**src/rtl/sio_pkg.sv**
```systemverilog
package sio_pkg;
  localparam logic [2:0] OFS_CMD   = 3'd1;
  localparam logic [2:0] OFS_DAT   = 3'd5;
  localparam logic [3:0] REG_STAT  = 4'd0;
  localparam logic [3:0] REG_IRQ   = 4'd3;
  localparam logic [3:0] REG_CTL1  = 4'd1;
  localparam logic [3:0] REG_MIC   = 4'd9;
  localparam logic [3:0] REG_TCL   = 4'd12;
  localparam logic [3:0] REG_TCH   = 4'd13;
  localparam logic [3:0] REG_MISC  = 4'd14;
  localparam int         NCH       = 2;

  typedef enum logic [1:0] {PORT_NONE, PORT_CMD, PORT_DAT} port_e;
endpackage

```
**src/rtl/sio_rx_fifo.sv**
```systemverilog
module sio_rx_fifo #(
  parameter int DW    = 8,
  parameter int DEPTH = 16
) (
  input  logic          clk,
  input  logic          rst_n,
  input  logic          push,
  input  logic [DW-1:0] push_data,
  input  logic          pop,
  output logic [DW-1:0] head,
  output logic          not_empty
);
  localparam int PW = $clog2(DEPTH);
  localparam int CW = $clog2(DEPTH + 1);

  logic [DW-1:0] mem [DEPTH];
  logic [PW-1:0] wp_q, wp_d, rp_q, rp_d;
  logic [CW-1:0] cnt_q, cnt_d;
  logic          full, do_push, do_pop;

  assign full      = (cnt_q == CW'(DEPTH));
  assign not_empty = (cnt_q != '0);
  assign do_push   = push && !full;
  assign do_pop    = pop && not_empty;
  assign head      = mem[rp_q];

  always_comb begin
    wp_d  = wp_q;
    rp_d  = rp_q;
    cnt_d = cnt_q;
    if (do_push) wp_d = (wp_q == PW'(DEPTH - 1)) ? '0 : wp_q + 1'b1;
    if (do_pop)  rp_d = (rp_q == PW'(DEPTH - 1)) ? '0 : rp_q + 1'b1;
    if (do_push && !do_pop) cnt_d = cnt_q + 1'b1;
    else if (do_pop && !do_push) cnt_d = cnt_q - 1'b1;
  end

  always_ff @(posedge clk or negedge rst_n) begin
    if (!rst_n) begin
      wp_q  <= '0;
      rp_q  <= '0;
      cnt_q <= '0;
    end else begin
      wp_q  <= wp_d;
      rp_q  <= rp_d;
      cnt_q <= cnt_d;
    end
  end

  always_ff @(posedge clk) begin
    if (do_push) mem[wp_q] <= push_data;
  end


  drop_when_full_chk: assert property (@(posedge clk) disable iff (!rst_n)
    (push && full && !pop) |=> $stable(cnt_q));

  pop_empty_chk: assert property (@(posedge clk) disable iff (!rst_n)
    (pop && !not_empty && !push) |=> (cnt_q == '0));
endmodule

```
**src/rtl/sio_ptr_ctl.sv**
```systemverilog
module sio_ptr_ctl (
  input  logic       clk,
  input  logic       rst_n,
  input  logic       cmd_wr,
  input  logic       cmd_rd,
  input  logic [3:0] nib,
  output logic [3:0] ptr,
  output logic       reg_we
);
  logic [3:0] ptr_q, ptr_d;
  logic       busy_q, busy_d;

  assign ptr    = ptr_q;
  assign reg_we = cmd_wr && busy_q;

  always_comb begin
    ptr_d  = ptr_q;
    busy_d = busy_q;
    if (cmd_rd) begin
      ptr_d  = '0;
      busy_d = 1'b0;
    end else if (cmd_wr) begin
      if (!busy_q) begin
        ptr_d  = nib;
        busy_d = 1'b1;
      end else begin
        ptr_d  = '0;
        busy_d = 1'b0;
      end
    end
  end

  always_ff @(posedge clk or negedge rst_n) begin
    if (!rst_n) begin
      ptr_q  <= '0;
      busy_q <= 1'b0;
    end else begin
      ptr_q  <= ptr_d;
      busy_q <= busy_d;
    end
  end


  ptr_reset_chk: assert property (@(posedge clk) disable iff (!rst_n)
    cmd_rd |=> (!busy_q && ptr_q == 4'd0));

  ptr_load_chk: assert property (@(posedge clk) disable iff (!rst_n)
    (cmd_wr && !busy_q) |=> (busy_q && ptr_q == $past(nib)));

  ptr_done_chk: assert property (@(posedge clk) disable iff (!rst_n)
    (cmd_wr && busy_q) |=> (!busy_q && ptr_q == 4'd0));
endmodule

```
**src/rtl/dual_sio_regif.sv**
```systemverilog
module dual_sio_regif #(
  parameter int DW         = 8,
  parameter int AW         = 5,
  parameter int FIFO_DEPTH = 16
) (
  input  logic            clk,
  input  logic            rst_n,
  input  logic            bus_sel,
  input  logic            bus_wr,
  input  logic            bus_wide,
  input  logic [AW-1:0]   bus_addr,
  input  logic [2*DW-1:0] bus_wdata,
  output logic [2*DW-1:0] bus_rdata,
  output logic            irq,
  output logic            tx_valid,
  output logic            tx_chan,
  output logic [DW-1:0]   tx_data,
  input  logic [1:0]      rx_valid,
  input  logic [DW-1:0]   rx_data_a,
  input  logic [DW-1:0]   rx_data_b
);
  import sio_pkg::*;

  localparam int RW = 2 * DW;

  // reset: asynchronous assert, synchronous release
  logic rs1_q, rst_s;
  always_ff @(posedge clk or negedge rst_n) begin
    if (!rst_n) begin
      rs1_q <= 1'b0;
      rst_s <= 1'b0;
    end else begin
      rs1_q <= 1'b1;
      rst_s <= rs1_q;
    end
  end

  // address decode and folding
  logic          ch, fold;
  logic [2:0]    ofs;
  port_e         port;
  logic [DW-1:0] wbyte;

  always_comb begin
    if (bus_addr[3:0] == 4'hF) begin
      ch  = 1'b0;
      ofs = (bus_addr[AW-1:4] != '0) ? OFS_DAT : OFS_CMD;
    end else begin
      ch  = bus_addr[3];
      ofs = bus_addr[2:0];
    end
    fold = bus_wide && (ofs == 3'd0 || ofs == 3'd4) && (bus_wdata[DW-1:0] == '0);
    if (fold) ofs = ofs + 3'd1;
    wbyte = fold ? bus_wdata[RW-1:DW] : bus_wdata[DW-1:0];
    case (ofs)
      OFS_CMD: port = PORT_CMD;
      OFS_DAT: port = PORT_DAT;
      default: port = PORT_NONE;
    endcase
  end

  logic is_rd, dat_wr, dat_rd;
  assign is_rd  = bus_sel && !bus_wr;
  assign dat_wr = bus_sel &&  bus_wr && port == PORT_DAT;
  assign dat_rd = is_rd && port == PORT_DAT;

  // per-channel state
  logic [NCH-1:0][3:0]    ptr;
  logic [NCH-1:0]         reg_we, txie_q, lb_q, ne;
  logic [NCH-1:0][DW-1:0] tcl_q, tch_q, head;
  logic [NCH-1:0][DW-1:0] rx_bytes;
  logic                   mie_q;
  logic [1:0]             rxm_q;

  assign rx_bytes = {rx_data_b, rx_data_a};

  for (genvar g = 0; g < NCH; g++) begin : g_ch
    logic          sel_g, lb_push;
    assign sel_g   = (ch == 1'(g));
    assign lb_push = dat_wr && sel_g && lb_q[g];

    sio_ptr_ctl u_ptr (
      .clk    (clk),
      .rst_n  (rst_s),
      .cmd_wr (bus_sel && bus_wr && port == PORT_CMD && sel_g),
      .cmd_rd (is_rd && port == PORT_CMD && sel_g),
      .nib    (wbyte[3:0]),
      .ptr    (ptr[g]),
      .reg_we (reg_we[g])
    );

    sio_rx_fifo #(.DW(DW), .DEPTH(FIFO_DEPTH)) u_fifo (
      .clk       (clk),
      .rst_n     (rst_s),
      .push      (lb_push || rx_valid[g]),
      .push_data (lb_push ? wbyte : rx_bytes[g]),
      .pop       (dat_rd && sel_g),
      .head      (head[g]),
      .not_empty (ne[g])
    );

    always_ff @(posedge clk or negedge rst_s) begin
      if (!rst_s) begin
        txie_q[g] <= 1'b0;
        lb_q[g]   <= 1'b0;
        tcl_q[g]  <= '0;
        tch_q[g]  <= '0;
      end else if (reg_we[g]) begin
        if (ptr[g] == REG_CTL1) txie_q[g] <= wbyte[1];
        if (ptr[g] == REG_MISC) lb_q[g]   <= wbyte[4];
        if (ptr[g] == REG_TCL)  tcl_q[g]  <= wbyte;
        if (ptr[g] == REG_TCH)  tch_q[g]  <= wbyte;
      end
    end
  end

  // channel-A-only controls
  always_ff @(posedge clk or negedge rst_s) begin
    if (!rst_s) begin
      mie_q <= 1'b0;
      rxm_q <= 2'b00;
    end else if (reg_we[0]) begin
      if (ptr[0] == REG_MIC)  mie_q <= wbyte[3];
      if (ptr[0] == REG_CTL1) rxm_q <= wbyte[4:3];
    end
  end

  // pending: [3]=rx A, [2]=tx A, [1]=rx B, [0]=tx B
  logic [3:0]    pend_q, pend_d;
  logic [DW-1:0] pend_byte, rd_byte;
  logic          rr3_clr;

  assign pend_byte = DW'({2'b00, pend_q[3], pend_q[2], 1'b0, pend_q[1], pend_q[0], 1'b0});
  assign rr3_clr   = is_rd && port == PORT_CMD && !ch && ptr[0] == REG_IRQ;

  always_comb begin
    pend_d = pend_q;
    if (mie_q && rxm_q != 2'b00) begin
      if (ne[0]) pend_d[3] = 1'b1;
      if (ne[1]) pend_d[1] = 1'b1;
    end
    if (dat_wr && mie_q && txie_q[ch]) begin
      if (!ch) pend_d[2] = 1'b1;
      else     pend_d[0] = 1'b1;
    end
    if (dat_rd || rr3_clr) pend_d = '0;
  end

  always_comb begin
    rd_byte = '0;
    if (port == PORT_CMD) begin
      case (ptr[ch])
        REG_STAT: rd_byte = DW'({5'b00000, 1'b1, 1'b0, ne[ch]});
        REG_IRQ:  rd_byte = ch ? '0 : pend_byte;
        REG_TCL:  rd_byte = tcl_q[ch];
        REG_TCH:  rd_byte = tch_q[ch];
        default:  rd_byte = '0;
      endcase
    end else if (port == PORT_DAT) begin
      rd_byte = ne[ch] ? head[ch] : '0;
    end
  end

  logic [RW-1:0] rdata_q, rdata_d;
  logic          txv_q, txc_q;
  logic [DW-1:0] txd_q;

  assign rdata_d = fold ? {rd_byte, {DW{1'b0}}} : {{DW{1'b0}}, rd_byte};

  always_ff @(posedge clk or negedge rst_s) begin
    if (!rst_s) begin
      pend_q  <= '0;
      rdata_q <= '0;
      txv_q   <= 1'b0;
      txc_q   <= 1'b0;
      txd_q   <= '0;
    end else begin
      pend_q <= pend_d;
      txv_q  <= dat_wr;
      if (is_rd)  rdata_q <= rdata_d;
      if (dat_wr) begin
        txc_q <= ch;
        txd_q <= wbyte;
      end
    end
  end

  assign bus_rdata = rdata_q;
  assign tx_valid  = txv_q;
  assign tx_chan   = txc_q;
  assign tx_data   = txd_q;
  assign irq       = mie_q && (pend_q != '0);


  pend_clear_chk: assert property (@(posedge clk) disable iff (!rst_s)
    dat_rd |=> (pend_q == 4'd0 && !irq));

  tx_strobe_chk: assert property (@(posedge clk) disable iff (!rst_s)
    dat_wr |=> (tx_valid && tx_data == $past(wbyte) && tx_chan == $past(ch)));

  rdata_hold_chk: assert property (@(posedge clk) disable iff (!rst_s)
    !is_rd |=> $stable(bus_rdata));

  tx_pend_chk: assert property (@(posedge clk) disable iff (!rst_s)
    (dat_wr && mie_q && txie_q[ch] && !dat_rd) |=> irq);
endmodule

```
**config.mk**
```make
export PLATFORM = sky130hd
export DESIGN_NAME = dual_sio_regif
export DESIGN_NICKNAME = d
export VERILOG_FILES = /design/src/rtl/sio_pkg.sv /design/src/rtl/sio_rx_fifo.sv /design/src/rtl/sio_ptr_ctl.sv /design/src/rtl/dual_sio_regif.sv
export SDC_FILE = /design/constraint.sdc
export NUM_CORES = 1
export LEC_CHECK = 0
export BUFFER_PORTS_ARGS = -buffer_cell sky130_fd_sc_hd__buf_4
export CORE_AREA = 8 8 208 210
export DETAILED_ROUTE_END_ITERATION = 10
export DIE_AREA = 0 0 216 218
export HOLD_SLACK_MARGIN = 0.12
export PLACE_DENSITY = 0.61
export SLEW_MARGIN = 10
export SYNTH_ARGS = -nofsm -noshare
export SYNTH_HDL_FRONTEND = slang
export SYNTH_SLANG_ARGS = --single-unit
export TNS_END_PERCENT = 1
```
**constraint.sdc**
```tcl
create_clock -name clk -period 4.85 [get_ports clk]
set_input_delay 0.2425 -clock clk [delete_from_list [all_inputs] [get_ports clk]]
set_output_delay 0.2425 -clock clk [all_outputs]
set_load 0.02 [all_outputs]
```
==> results of run 1 <==
[cell usage after synthesis, drive strengths merged (5+ instances only)]
library cell,count
a21o,17
a21oi,31
a22oi,5
a41oi,5
and2,17
and3,29
buf,28
clkbuf,23
dfrtp,107
edfxtp,256
ha,19
inv,15
mux2,62
mux2i,48
mux4,54
nand2,61
nand3,15
nand4,9
nor2,41
nor2b,12
nor3,10
nor4,14
o211ai,7
o21ai,35
o22ai,9
o31ai,10
or3,5
xnor2,8
xor2,8
[final timing paths]
path,from,to,slack (ps),depth (start not counted)
setup / recovery,bus_wdata[0],g_ch[0].u_fifo.cnt_q[4],940,16
hold / removal,bus_sel,txie_q[1],160,3
setup reg to reg,g_ch[0].u_fifo.cnt_q[1],g_ch[0].u_fifo.cnt_q[4],1490,12
hold reg to reg,rs1_q,rst_s,350,0
max in group asynchronous,rst_s,tx_data[5],3280,1
min in group asynchronous,rst_s,g_ch[0].u_fifo.cnt_q[0],410,0
[cells in the final DEF, fill, tap and decap left out, types with 10 or more instances in the layout]
cell / count
edfxtp_1: 256
buf_4: 92
nor2b_1: 12
clkbuf_16: 39
and2_1: 17
mux4_2: 54
ha_1: 19
a21o_1: 17
nor2_1: 40
o31ai_1: 10
nor4_1: 13
inv_1: 15
dfrtp_1: 104
o21ai_0: 32
a21oi_1: 30
nand2_1: 61
mux2_2: 52
mux2i_1: 48
nand3_1: 14
and3_1: 29
[area by class of cell]
cell class                 instances  area [sq um]  share of cell area
timing repair buffer              96           731              0.0401
sequential                       363         10400               0.570
tap                              532           666              0.0366
clock inverter                    23           255              0.0140
clock buffer                      47          1010              0.0553
inverter                          15          56.3             0.00309
multi-input combinational        589          5120               0.281
[cell families (layout without fill, tap and decap cells)]
| family | count (synthesis) | in the layout | share of synthesized area |
|---|---|---|---|
| AOI/OAI and AO/OA | 153 | 153 | 0.0650 |
| xor gates and xnor gates | 16 | 16 | 0.00936 |
| adders and majority gates | 21 | 21 | 0.0176 |
| buffers and inverters | 66 | 181 | 0.0181 |
| DFF | 363 | 363 | 0.657 |
| muxes | 164 | 164 | 0.152 |
| other | 1 | 1 | 0.000238 |
| and+or+nand+nor | 234 | 234 | 0.0800 |
[worst min-delay path, delay by kind of cell]
kind	cells	cell delay [ps]
buf+inv	1	160
mux	1	150
simple gates	1	100
[power by group through the flow]
| stage | Sequential, mW | Combinational, mW | Clock [mW] |
|---|---|---|---|
| 4_1_cts | 3.97 | 1.79 | 3.02 |
| 5_1_grt | 4.01 | 1.93 | 3.13 |
| 2_1_floorplan | 3.91 | 1.31 | 0 |
| 3_5_place_dp | 4.03 | 1.78 | 0 |
| 6_report | 3.96 | 1.76 | 2.96 |
| 3_3_place_gp | 4.02 | 1.76 | 0 |
[per-stage QoR]
| step | util | cell area (sq um) | power (mW) | cells | hold WS, ps |
|---|---|---|---|---|---|
| after global placement | 0.421 | 16900 | 5.78 | 1591 | 26.7 |
| after floorplan | - | 15800 | 5.22 | 1018 | -53.1 |
| after global routing | 0.453 | 18200 | 9.08 | 1665 | 141 |
| after CTS | 0.453 | 18200 | 8.78 | 1665 | 134 |
| final | 0.453 | 18200 | 8.69 | 1665 | 155 |
| after detailed placement | 0.421 | 16900 | 5.82 | 1591 | 29.4 |
[flip-flops by register name, indices dropped and copies added (netlist names), 10 cells and up]
name	flops
bus_rdata	16
tch_q	16
g_ch.u_fifo.cnt_q	10
tcl_q	16
g_ch.u_fifo.mem	256
[what timing repair did]
| action | CTS | global route |
|---|---|---|
| hold endpoints to repair | 6 | 0 |
| endpoints found under the setup margin | 0 | 0 |
| hold buffers | 4 | 0 |
[per-layer routing]
metal / vias to the layer above / share of wire / track usage
met2: 269 / 0.46 / 0.256
li1: 4134 / - / -
met5: - / 0.00060 / 0
met3: 68 / 0.062 / 0.0352
met1: 4686 / 0.45 / 0.226
met4: 4 / 0.026 / 0.0512
==> results_dict.tcl, run 1 <==
set metrics [dict create \
    status "completed" \
    final-hold-violation-count 0 \
    htree_num_levels 2 \
    end_kind "flop" \
    ys_seq_area_frac 0.657 \
    root_buffer "clkbuf_16" \
    grt_max_degree 57 \
    vias_per_cell 5.50 \
    place_ws_ps 986 \
    antenna_found_initial 3 \
    synthDistinctLibCells 74 \
    p_int_mw 6.25 \
    grt_pass1_vias 9342 \
    p_per_area_nw_per_um2 477 \
    postCtsResizedCells 0 \
    peakVddDrop_uv 268 \
    setup.worst_path.class "in2reg" \
    syn-instance-count 1018 \
    synth.cell_area_sq_um 15800 \
    worstPathRequired_ps 5270 \
    min_period_ps 3910 \
    fp.dieW_um 216 \
    swShare 0.281 \
    n_antenna_cell 0 \
    clock-sinks 363 \
    period_share 0.806 \
    synth_top_cell_area_share 0.488 \
    core_sq_um 40200 \
    clock.fmax_ghz 0.256 \
    grt_pass1_wl_um 59100 \
    cts_tree "done" \
    async_flop_share 0.295 \
    start_util 0.392 \
    drt_first_pass_iters 5 \
    startpoint_type "input pin" \
    final_nets 1168 \
    ys.warnings.count 0 \
    synth_top_area_cell "edfxtp_1" \
    synth_edf_count 256 \
    min_path_type "in2reg" \
    clk_pin_slew_ps 70 \
    clockBufferDepth 3 \
    hpwl_um 26600 \
    rsz0062_at_grt "no" \
    wl_per_cell_um 23.1 \
    grt_use_total 0.163 \
    path_max_fanout 16 \
    drc 0 \
    route.vias.total 9161 \
    drt_wl_total_um 38400 \
    cpLargestDelayFamily "buffers and inverters" \
    rows 74 \
    port_buffers 70 \
    leakage_nw 6.76 \
    crit_path_max_incr_delay_ps 580 \
    postRouteAntennaNets 0 \
    io-pin-count 71 \
    max_slew_margin 0.244 \
    cp_num_buf_inv 4 \
    worst_pin_slew_ps 1120 \
    gp_congestion 0.854 \
    tns_ps 0 \
    postSynthAreaPerCell_sq_um 15.5 \
    syn_nets 1083 \
    synth_flop_cell "edfxtp_1" \
    crit_chain "dlygate4sd3_1 > buf_4 > nor4_4 > nand4_1 > xor2_1 > buf_4 > nand4_1 > a21boi_2 > ha_1 > inv_1 > fa_1 > a21o_1 > a21oi_1 > xnor2_1 > nor2_1 > xor2_1" \
    clkPwrFrac 0.341 \
    pwr-share-seq 0.456 \
    setup_viol 0 \
    numCtsBuffers 38 \
    cts_setup_buffers 0 \
    syn_to_final_growth_pct 15.5 \
    drive_gt1_frac 0.241 \
    fp.dieArea_sq_um 47100 \
    synth_area_leaders "edfxtp_1 49%, dfrtp_1 17%, mux4_2 7.7%" \
    p_sw_mw 2.44 \
    arrival_ps 4340 \
    chipHeight_um 218 \
    grt_overflow 0 \
    crit_path_top_delay_cell "a21boi_2" \
    clk_latency_ps 540 \
    fill_cells 3536 \
    cap_violations 0 \
    p_comb_frac 0.203 \
    skew_ps 16.8 \
    drtIter0Drc 709 \
    drv_slew 0 \
    synth_seq_cells 363 \
    fin_ws_ps 938 \
]
(Power assumes the default switching activity.)
==> inputs of run 2 (changes only) <==
PLACE_DENSITY = 0.63   (was 0.61)
clock period = 3.5 ns   (was 4.85 ns; I/O delays follow)
==> run 2 against run 1 <==
Against the previous run: register-to-register slack got worse by 1200 ps; sequential power rose by 38%; global-route usage down 0.59 points; combinational power up 44%; count of clock-buffer cells in the layout increased by 5; clock power up 24%; final cell count rose by 1.0%; non-clock buffer count increased by 23; clock skew is 0.51 ps lower; largest power group unchanged; highest routed layer unchanged.
==> results_dict.tcl, run 2 (synthesized netlist as in run 1, its figures left out) <==
set metrics [dict create \
    status "completed" \
    fill_cells 3553 \
    grt_pass1_wl_um 57000 \
    drtIter0Drc 798 \
    postRouteAntennaNets 0 \
    fp.dieArea_sq_um 47100 \
    grt_max_degree 54 \
    final_nets 1189 \
    rows 74 \
    port_buffers 70 \
    drt_first_pass_iters 5 \
    p_per_area_nw_per_um2 639 \
    p_comb_frac 0.217 \
    grt_pass1_vias 9305 \
    whs_ps 152 \
    path_max_fanout 10 \
    largest_register "g_ch.u_fifo.mem" \
    numPlacedInstances 1607 \
    route.vias.total 9251 \
    gp_congestion 0.897 \
    place_area_sq_um 17000 \
    startpoint_type "input pin" \
    end_kind "flop" \
    clk_pin_slew_ps 60 \
    setup.worst_path.class "in2reg" \
    fp.dieW_um 216 \
    multi_input_area_sq_um 5120 \
    final_common_cell "edfxtp_1" \
    total_power_mw 11.7 \
    clock.fmax_ghz 0.307 \
    peakVddDrop_uv 336 \
    worstPathRequired_ps 3900 \
    start_util 0.392 \
    largest_reg_flops 256 \
    period_share 0.932 \
    min_period_ps 3260 \
    layout.cells.non_filler 1682 \
    vias_per_cell 5.50 \
    clock-sinks 363 \
    most-common-layout-cells "256 x edfxtp_1, 108 x buf_4, 104 x dfrtp_1" \
    io-pin-count 71 \
    core_sq_um 40200 \
    arrival_ps 3660 \
    leakage_nw 6.80 \
    skew_ps 16.3 \
    drive_gt1_frac 0.245 \
    setup_viol 0 \
    drt_wl_total_um 37300 \
    clk_latency_ps 520 \
    wl_per_cell_um 22.2 \
    p_int_mw 8.41 \
    regArea_sq_um 10400 \
    whs_path_depth 3 \
    min_path_type "in2reg" \
    numCtsBuffers 36 \
    worst_pin_slew_ps 983 \
    clockBufferDepth 3 \
    swShare 0.279 \
    final-hold-violation-count 0 \
    hpwl_um 26600 \
    antenna_found_initial 2 \
    p_sw_mw 3.26 \
    htree_num_levels 2 \
    fin_area_sq_um 18300 \
    pwr-share-seq 0.470 \
    grt_use_total 0.157 \
    drc 0 \
    clkPwrFrac 0.314 \
    cap_violations 0 \
    cts_tree "done" \
    drv_slew 0 \
    r2r_cells 12 \
    syn_to_final_growth_pct 15.8 \
    fin_util 0.454 \
    chipHeight_um 218 \
    root_buffer "clkbuf_16" \
    grt_overflow 0 \
    n_antenna_cell 0 \
    max_slew_margin 0.345 \
]
run 2: routing by layer:
metal  vias to the layer above  part of all wire  GRT usage
li1                       4172                 -          -
met1                      4713              0.44      0.212
met2                       281              0.46      0.250
met3                        81             0.057     0.0327
met4                         4             0.034     0.0595
met5                         -           0.00080          0
run 2: worst paths after layout:
check,from,end,slack (ps)
min,rx_data_a[1],g_ch[0].u_fifo.mem[6][1],150
min reg2reg,rs1_q,rst_s,350
max reg2reg,g_ch[0].u_fifo.cnt_q[0],g_ch[0].u_fifo.cnt_q[4],290
min in group asynchronous,rst_s,g_ch[0].u_fifo.cnt_q[0],380
max,bus_wdata[2],g_ch[0].u_fifo.cnt_q[4],240
max in group asynchronous,rst_s,g_ch[1].u_fifo.rp_q[1],2350
run 2: metrics by stage:
step	setup slack (ps)	setup TNS [ps]
after floorplan	95.0	0
after detailed placement	167	0
after global placement	206	0
after global routing	-33.5	-33.5
final	239	0
after CTS	199	0
run 2: area by class of cell:
| type | count | area share |
|---|---|---|
| multi-input combinational | 589 | 0.280 |
| sequential | 363 | 0.568 |
| tap | 532 | 0.0365 |
| timing repair buffer | 119 | 0.0516 |
| clock buffer | 52 | 0.0544 |
| inverter | 15 | 0.00308 |
| clock inverter | 12 | 0.00603 |
run 2: power by group through the flow:
stage	Combinational [mW]	Sequential (mW)	Clock, mW
3_5_place_dp	2.54	5.57	0
6_report	2.53	5.48	3.66
4_1_cts	2.55	5.49	3.74
2_1_floorplan	1.82	5.42	0
5_1_grt	2.75	5.54	3.91
3_3_place_gp	2.50	5.55	0
run 2: worst max-delay path, stage by stage:
cell           delay [ps]
dlygate4sd3_1         530
buf_4                 150
nor4_4                320
nand4_1               230
xor2_1                250
buf_6                 160
nand4_1               210
a21boi_2              200
ha_1                  200
inv_1                 110
fa_1                  420
a21o_1                180
a21oi_1               180
xnor2_1               130
nor2_1                 60
xor2_1                140
run 2: repair_timing:
action,in CTS,in global routing
hold buffers,8,0
setup buffers,0,3
endpoints found under the hold margin,19,0
endpoints found under the setup margin,0,1
gates resized for setup,0,1
==> inputs of run 3 (changes only) <==
CORE_AREA = 2 2 202 204   (was 8 8 208 210)
DIE_AREA = 0 0 204 206   (was 0 0 216 218)
GPL_TIMING_DRIVEN = 0   (was unset)
==> run 3 against run 2 <==
Against the previous run: final cell count up 1.6%; sequential cell count unchanged; global-route usage up 2.5 points; setup slack worse by 56 ps; worst hold slack worse by 11 ps; core utilization up 0.48 points; sequential share of layout area down 0.61 points; routed wire length up 1.9%.
==> results_dict.tcl, run 3 (synthesized netlist as in run 1, its figures left out) <==
set metrics [dict create \
    layout.cells.non_filler 1709 \
    fp.dieArea_sq_um 42000 \
    clkPwrFrac 0.336 \
    fill_cells 3517 \
    worstPathRequired_ps 3920 \
    drt_first_pass_iters 5 \
    drv_slew 0 \
    tns_ps 0 \
    drive_gt1_frac 0.246 \
    core_sq_um 40200 \
    postRouteAntennaNets 0 \
    cap_violations 0 \
    drt_wl_total_um 38100 \
    grt_pass1_wl_um 57200 \
    fp.dieW_um 204 \
    final-hold-violation-count 0 \
    wl_per_cell_um 22.3 \
    setup_viol 0 \
    worst_pin_slew_ps 1230 \
    period_share 0.948 \
    final_common_cell "edfxtp_1" \
    syn_to_final_growth_pct 17.0 \
    crit_path_top_delay_cell "o41ai_1" \
    arrival_ps 3740 \
    rsz0062_at_grt "yes" \
    p_sw_mw 3.43 \
    most-common-layout-cells "256 x edfxtp_1, 106 x dfrtp_1, 78 x buf_4" \
    largest_reg_flops 256 \
    clk_pin_slew_ps 60 \
    min_path_type "in2reg" \
    peakVddDrop_uv 406 \
    path_max_fanout 10 \
    largest_register "g_ch.u_fifo.mem" \
    leakage_nw 6.87 \
    n_antenna_cell 0 \
    final_nets 1211 \
    grt_overflow 0 \
    port_buffers 68 \
    htree_num_levels 2 \
    whs_path_depth 3 \
    pwr-share-seq 0.446 \
    grt_pass1_vias 9235 \
    vias_per_cell 5.45 \
    clock-sinks 363 \
    crit_path_max_incr_delay_ps 770 \
    swShare 0.285 \
    hpwl_um 26600 \
    max_slew_margin 0.182 \
    startpoint_type "flop" \
    route.vias.total 9318 \
    numCtsBuffers 40 \
    drtIter0Drc 805 \
    setup.worst_path.class "reg2reg" \
    numPlacedInstances 1622 \
    drc 0 \
    fin_util 0.459 \
    antenna_found_initial 1 \
    status "completed" \
    crit_chain "clkbuf_1 > buf_1 > mux4_2 > mux2i_1 > nor2_1 > o41ai_1 > nor2_1 > a211o_1" \
    clk_latency_ps 540 \
    r2r_cells 8 \
    p_comb_frac 0.218 \
    clock.fmax_ghz 0.302 \
    whs_ps 141 \
    rows 74 \
    gp_congestion 0.909 \
    cts_tree "done" \
    p_int_mw 8.60 \
    r2r_slack_ps 180 \
    critPathMostFrequentCell "nor2_1" \
    end_kind "flop" \
    chipHeight_um 206 \
    min_period_ps 3320 \
    clockBufferDepth 3 \
    root_buffer "clkbuf_16" \
    grt_use_total 0.183 \
    io-pin-count 71 \
    grt_max_degree 60 \
    regArea_sq_um 10400 \
    skew_ps 11.1 \
    p_per_area_nw_per_um2 652 \
    start_util 0.392 \
    multi_input_area_sq_um 5160 \
]
==> run 3: cell count changes in the layout (fill, tap and decap cells not counted), sizes merged <==
cell,change
clkinv,+1
inv,+4
buf,-6
dlygate4sd3,+2
clkbuf,+25
clkinvlp,+2
bufinv,-1
==> run 3: area by class of cell <==
type / count / area share
multi-input cells: 589 / 0.280
clock inverters: 18 / 0.00827
repair buffers: 87 / 0.0378
clock buffers: 55 / 0.0606
well taps: 532 / 0.0361
flip-flops and latches: 363 / 0.562
plain buffers: 50 / 0.0125
inverters: 15 / 0.00305
==> run 3: stage by stage <==
stage | power, mW | instance area [sq um] | worst slack, ps
2_1_floorplan | 7.24 | 15800 | 95.0
3_3_place_gp | 8.00 | 16900 | -1200
3_5_place_dp | 8.07 | 17000 | -980
4_1_cts | 12.1 | 18400 | 63.9
5_1_grt | 12.6 | 18400 | -12.4
6_report | 12.0 | 18400 | 184
==> run 3: worst paths after layout <==
check | from | end
max | g_ch[1].u_fifo.rp_q[2] | bus_rdata[12]
min | bus_wdata[9] | tx_data[1]
max reg2reg | g_ch[1].u_fifo.rp_q[2] | bus_rdata[12]
min reg2reg | rs1_q | rst_s
max in group asynchronous | rst_s | tcl_q[12]
min in group asynchronous | rst_s | g_ch[0].u_fifo.wp_q[1]
==> run 3: routing by layer <==
metal  global-route usage  wire length (um)  part of all wire  up-vias
li1                     -                 -                 -     4225
met1                0.245             16600              0.44     4785
met2                0.307             18600              0.49      253
met3               0.0301              1920             0.050       55
met4               0.0554               911             0.024        0
met5                    0                 0                 0        -
==> run 3: critical path: cells and delay by family, from the launching register on <==
| kind | cells | cell delay [ps] |
|---|---|---|
| compound gates | 2 | 1030 |
| buf+inv | 2 | 1020 |
| flops | 1 | 320 |
| mux | 2 | 660 |
| simple gates | 2 | 160 |
==> run 3: repair_timing <==
action                                  in CTS  in global routing
hold buffers                                10                  0
resized for setup                            5                  6
endpoints found under the hold margin       26                  0
setup buffers                                2                  3
pin swaps                                    1                  2
endpoints found under the setup margin       5                  2
==> run 3: power by group through the flow <==
stage	combinational, mW	clock (mW)	sequential, mW
5_1_grt	2.86	4.27	5.42
6_report	2.62	4.04	5.36
4_1_cts	2.65	4.10	5.36
3_3_place_gp	2.57	0	5.43
3_5_place_dp	2.63	0	5.44
2_1_floorplan	1.82	0	5.42
